<file path="src/rtl/dual_dir_transceiver.sv">
module dual_dir_transceiver #(
  parameter int DATA_W = 16,
  parameter int BYTE_W = 8
) (
  input  logic              clk,
  input  logic              rst,
  input  logic [DATA_W-1:0] a_data_i,
  input  logic [DATA_W/BYTE_W-1:0] a_par_i,
  input  logic [DATA_W-1:0] b_data_i,
  input  logic [DATA_W/BYTE_W-1:0] b_par_i,
  input  logic              ab_le,
  input  logic              ab_pclk,
  input  logic              ab_oe_n,
  input  logic              ba_le,
  input  logic              ba_pclk,
  input  logic              ba_oe_n,
  output logic [DATA_W-1:0] b_data_o,
  output logic [DATA_W/BYTE_W-1:0] b_par_o,
  output logic              b_drive,
  output logic [DATA_W-1:0] a_data_o,
  output logic [DATA_W/BYTE_W-1:0] a_par_o,
  output logic              a_drive
);
  localparam int PAR_W  = DATA_W / BYTE_W;
  localparam int WORD_W = DATA_W + PAR_W;

  logic [1:0][WORD_W-1:0] src_w, dst_w;
  logic [1:0] le_w, pclk_w, oe_n_w;

  assign src_w[0] = {a_par_i, a_data_i};
  assign src_w[1] = {b_par_i, b_data_i};
  assign le_w     = {ba_le, ab_le};
  assign pclk_w   = {ba_pclk, ab_pclk};
  assign oe_n_w   = {ba_oe_n, ab_oe_n};

  for (genvar g = 0; g < 2; g++) begin : g_dir
    logic [WORD_W-1:0] held;
    logic              pclk_q;
    logic              pclk_rise;

    assign pclk_rise = pclk_w[g] & ~pclk_q;

    always_ff @(posedge clk) begin
      pclk_q <= pclk_w[g];
      if (rst)
        held <= '0;
      else if (le_w[g] | pclk_rise)
        held <= src_w[g];
    end

    assign dst_w[g] = oe_n_w[g] ? '0 : (le_w[g] ? src_w[g] : held);
  end

  assign {b_par_o, b_data_o} = dst_w[0];
  assign {a_par_o, a_data_o} = dst_w[1];
  assign b_drive = ~ab_oe_n;
  assign a_drive = ~ba_oe_n;
endmodule

</file>
<file path="config.mk">
export PLATFORM = sky130hd
export DESIGN_NAME = dual_dir_transceiver
export DESIGN_NICKNAME = d
export VERILOG_FILES = /design/src/rtl/dual_dir_transceiver.sv
export SDC_FILE = /design/constraint.sdc
export NUM_CORES = 1
export LEC_CHECK = 0
export ABC_AREA = 1
export CAP_MARGIN = 30
export CORE_MARGIN = 1
export CORE_UTILIZATION = 43
export DETAILED_ROUTE_END_ITERATION = 7
export PLACE_DENSITY_LB_ADDON = 0.2
export SLEW_MARGIN = 20
export SYNTH_ARGS = -nofsm -noshare
export SYNTH_HDL_FRONTEND = slang
export SYNTH_SLANG_ARGS = --single-unit
</file>
<file path="constraint.sdc">
create_clock -name clk -period 1.3 [get_ports clk]
set_clock_uncertainty 0.05 [all_clocks]
set_input_delay 0.325 -clock clk [delete_from_list [all_inputs] [get_ports clk]]
set_output_delay 0.325 -clock clk [all_outputs]
set_load 0.05 [all_outputs]
</file>
==> impl_results.md, run 1 <==
- Result of the run: did not finish
- Last stage reached: clock tree synthesis
- Tool error: [ERROR DPL-0038] Utilization greater than 100%, impossible to legalize
- Synthesized instance count: 321
- Count of buffers inserted at the top-level ports: ~80
- CTS Root Cell: clkbuf_8
- Post-CTS setup-driven buffer insertion count: 21
- Prevailing post-synth register cell: dfxtp_1
- Number of warnings printed during yosys synthesis: 0
- Number of clock buffers inserted by TritonCTS: 5
- Number of sinks handled by clock tree synthesis: 38
- Post-cts sizing count: 166
- Total I/O pin count: 82
- Post-synth top cells: 106 x nor2_1, 71 x nand2_1, 38 x dfxtp_1
- Post-detail-place hpwl: 5.72 mm
- Biggest area consumer among synthesized cells: dfxtp_1
- Syn avg cell area: 6.42 um2
- Maximum number of buffers from clock root to sink: 2
- Die Height: 71.3 um
- Netlist Area Pre-Place: just over 0.002 mm2
- Number of different library cells in the post-synthesis netlist: 17
- Synthesized net count: 365
- FF+latch count, synth: 38
- Post-place instance area: ~0.0041 mm2
- Post-CTS Hold Fix Bufs: 0
- Top area cells in the synthesized netlist: dfxtp_1 37%, nor2_1 19%, nand2_1 13%
- Chip Width: between 70 and 80 um
- Starting Density: 46.1%
- Proportion of synthesized flip-flops having asynchronous set or reset: 0%
- Number of enable-type register cells in the synthesized netlist: 0
- Standard-cell rows: 24
- Total number of H-tree levels: 2
- Proportion of synthesized chip area in sequential cells: 36.9%
- Final GP Congestion: roughly 0.73
- Fraction of post-synthesis cell area in the top cell type by area: 36.9%
- Count leader, synth: nor2_1
==> per-stage QoR <==
stage          instances  hold slack [ns]  utilization, %  setup TNS, ns  worst slack [ns]
3_5_place_dp         491            0.529            92.1         -37.53            -0.723
3_3_place_gp         491            0.518            92.1         -34.55            -0.688
2_1_floorplan        321            0.303               -          -3.96            -0.166
==> logic make-up after synthesis <==
group,after synthesis,share of synthesized area [%]
simple gates,180,33.1
compound gates,73,20.8
flops,38,36.9
buf+inv,30,9.22
==> run 2: changes to the inputs <==
--- a/config.mk
+++ b/config.mk
@@ -8,9 +8,9 @@
 export ABC_AREA = 1
 export CAP_MARGIN = 30
 export CORE_MARGIN = 1
-export CORE_UTILIZATION = 43
+export CORE_UTILIZATION = 30
 export DETAILED_ROUTE_END_ITERATION = 7
-export PLACE_DENSITY_LB_ADDON = 0.2
+export PLACE_DENSITY_LB_ADDON = 0.15
 export SLEW_MARGIN = 20
 export SYNTH_ARGS = -nofsm -noshare
 export SYNTH_HDL_FRONTEND = slang
==> run 2 against run 1 <==
The flow now finishes, with violations (design-rule violations, negative setup slack). Area after synthesis is the same. Synthesized cell count unchanged.
==> impl_results.md, run 2 <==
- Power Density: about 850 mW/mm2
- Critical path's largest stage delay: approximately 0.15 ns
- Maximum number of buffers from clock root to sink: 2
- NetSw: ~1.4 mW
- First-pass GRT wire length: roughly 12 mm
- Int Pwr: 2.66 mW
- Share of cells above drive strength 1: between 50% and 60%
- Number of clock buffers inserted by TritonCTS: 5
- Number of different library cells in the post-synthesis netlist: 17
- Via count of the first global-routing pass: 2625
- Peak VDD IR: 0.000565 V
- Tightest hold margin: 0.367 ns
- Fin worst setup slack: -0.238 ns
- Register area: between 700 and 800 um2
- Post-route clock period utilization: 118%
- Maximum achievable frequency: 0.650 GHz
- ANT cells: 0
- Final wirelength: 6.79 mm
- Top area cells in the synthesized netlist: dfxtp_1 37%, nor2_1 19%, nand2_1 13%
- Number of antenna violations at the first check in global routing: 0
- Most common cell after layout, fill and taps aside: nand2_1
- Post-detailed-route via-to-cell ratio: roughly 4.7
- Tightest Hold Check Type: input pin to flop
- Routed vias: 2520
- Fraction of post-synthesis cell area in the top cell type by area: a little under two fifths
- Netlist Area Pre-Place: 0.00206 mm2
- Crit start category: input pin
- Period minus WS final: 1.54 ns
- Type of the worst setup path: input pin to output port
- Switching Share: 34.1%
- Synth-to-layout area growth: 129%
- Static leakage: 2.02 nW
- Worst-path clk slew: ~0.080 ns
- Total number of H-tree levels: 2
- Combinational share of power: between 40% and 50%
- Chip Width: 84.9 um
- Synthesized instance count: about 320
- Worst Hold Path Cells: 3
- Final nets: 506
- Post-detail-place hpwl: 4.31 mm
- Failing checks: design-rule violations, negative setup slack
- Worst Tran Pin Value: roughly 0.27 ns
- R2r setup slk: roughly 0.27 ns
- CTS Root Cell: clkbuf_8
- Die Height: 84.9 um
- Count leader, synth: nor2_1
- DIE AREA: between 0.007 and 0.008 mm2
- Per-cell routed wire length: between 10 and 15 um
- Count of buffers inserted at the top-level ports: 81
- RSZ-0062 raised after global routing: true
- CP endpoint kind: output port
- Setup TNS after final layout: -5.33 ns
- Number of sinks handled by clock tree synthesis: 38
- Number of antenna-violating nets in the routed design: 0
- Overflow after GRT: 0
- Setup violations, final: 37
- Number of warnings printed during yosys synthesis: 0
- Prevailing post-synth register cell: dfxtp_1
- Part of the power in registers: 31.9%
- Slowest cell on the critical path: buf_12
- Final Max Slew Viols: 0
- Number of enable-type register cells in the synthesized netlist: 0
- MaxCap Viol Count: 0
- Share of the core filled with cells in the final layout: 72.8%
- Insertion delay to the later sink of the worst-skew pair: 0.29 ns
- Hold Path End: g_dir[0].held[0]
- FF-to-FF path depth: 6
- Worst max-slew margin expressed relative to the limit: 81.9%
- Worst setup slack before clock tree synthesis: -0.708 ns
- Largest register by flop count: g_dir.held
- CTS tree: done
- Startpoint of the worst hold path: a_data_i[0]
- Number of standard cells in the layout, taps in and fillers out: 540
- Multi-input logic area: about 0.0017 mm2
- Starting DRT DRC Count: 103
- Area of the core region: 0.00649 mm2
- Final GP Congestion: 0.708
- Most frequent cells in the layout: 71 x nand2_1, 51 x nor2_1, 50 x buf_12
- Overall track demand over capacity in global routing: 20.8%
- Standard-cell rows: 29
- Initial DRT Pass Iterations: 6
- Proportion of synthesized chip area in sequential cells: between 30 and 40%
- Starting Density: 31.7%
- Largest net degree at the start of global routing: 37
- Largest registers: g_dir.held x36, g_dir.pclk_q x2
- Result of the run: finished, violations left
- Proportion of synthesized flip-flops having asynchronous set or reset: 0%
- Syn avg cell area: 6.42 um2
- Flip-flop count of the largest register, all copies and words added: 36
- Endpoint of the worst register-to-register path: g_dir[1].held[14]
- Number of cells after detailed placement: 519
- Synthesized net count: about 370
- Post-synth top cells: 106 x nor2_1, 71 x nand2_1, 38 x dfxtp_1
- Count of final hold-check violations: 0
- FF+latch count, synth: 38
- Arrival time reported for the critical path endpoint: 1.16 ns
- Launch instance of the worst register-to-register path: g_dir[1].pclk_q
- DR DRC count: 8
- Share of power burned in the clock network: about 25%
- Biggest area consumer among synthesized cells: dfxtp_1
- Required time at the endpoint of the critical path: a little over 0.9 ns
- Total I/O pin count: 82
- Cell-by-cell listing of the critical path: buf_8 -> inv_8 -> buf_12 -> buf_16 -> buf_12 -> o21ai_4 -> nor2_4 -> buf_12
- Fillers: 455
- Maximum fanout count along the critical path: 5
- CP most frequent cell: buf_12
-- run 2: cell counts after synthesis --
No cell type changed its count.
-- run 2: critical path: cells and delay by family --
| family | cells | cell delay [ns] |
|---|---|---|
| buf+inv | 6 | 0.64 |
| simple gates | 1 | 0.06 |
| compound gates | 1 | 0.13 |
-- run 2: final cells by class --
type                            count  area share (%)
Timing Repair Buffer              154            41.5
Multi-Input combinational cell    253            36.6
Sequential cell                    38            16.1
Tap cell                           77            2.04
Clock buffer                        5            1.46
Inverter                            8            1.11
Clock inverter                      3           0.847
Timing Repair inverter              2           0.291
-- run 2: worst max-delay path by stage --
stage / cells past startpoint / from / slack [ns] / end
after floorplan: 6 / ba_le / -0.17 / a_data_o[14]
after CTS: 8 / ba_le / -0.25 / a_data_o[14]
after detailed placement: 6 / ab_oe_n / -0.71 / b_data_o[9]
after global routing: 8 / ba_le / -0.27 / a_data_o[15]
final: 8 / ba_le / -0.24 / a_data_o[15]
after global placement: 6 / ab_oe_n / -0.70 / b_data_o[9]
-- run 2: through the flow --
step | total power [mW] | area [um2]
floorplan | 2.19 | 2570
global placement | 2.90 | 4190
detailed placement | 2.92 | 4190
CTS | 4.06 | 4710
global route | 4.23 | 4730
finish | 4.03 | 4730
-- run 2: repair_timing --
item / 4_1_cts / 5_1_grt
setup endpoints to repair: 55 / 37
resized for setup: 144 / 17
cloned: 5 / 0
endpoints found under the hold margin: 0 / 0
buffers inserted: 22 / 2
hold buffers: 0 / 0
pin swaps: 34 / 8
-- run 2: kinds of logic after synthesis --
kind of cell    synth area share [%]
compound gates                  20.8
flops                           36.9
simple gates                    33.1
buf+inv                         9.22
-- run 2: power by group through the flow --
stage / Combinational [mW] / Clock [mW] / Sequential (mW)
CTS: 1.75 / 1.02 / 1.28
finish: 1.75 / 0.990 / 1.29
detailed placement: 1.62 / 0 / 1.30
global route: 1.87 / 1.06 / 1.29
global placement: 1.60 / 0 / 1.30
floorplan: 0.890 / 0 / 1.30
-- run 2: metal layers --
metal  GRT usage, %  wire, um  vias to the layer above
met2           37.4      3420                       65
met5              0         0                        -
met4           6.32        70                        0
li1               -         -                     1309
met1           24.5      2950                     1140
met3           4.86       353                        6
(Power assumes the default switching activity.)
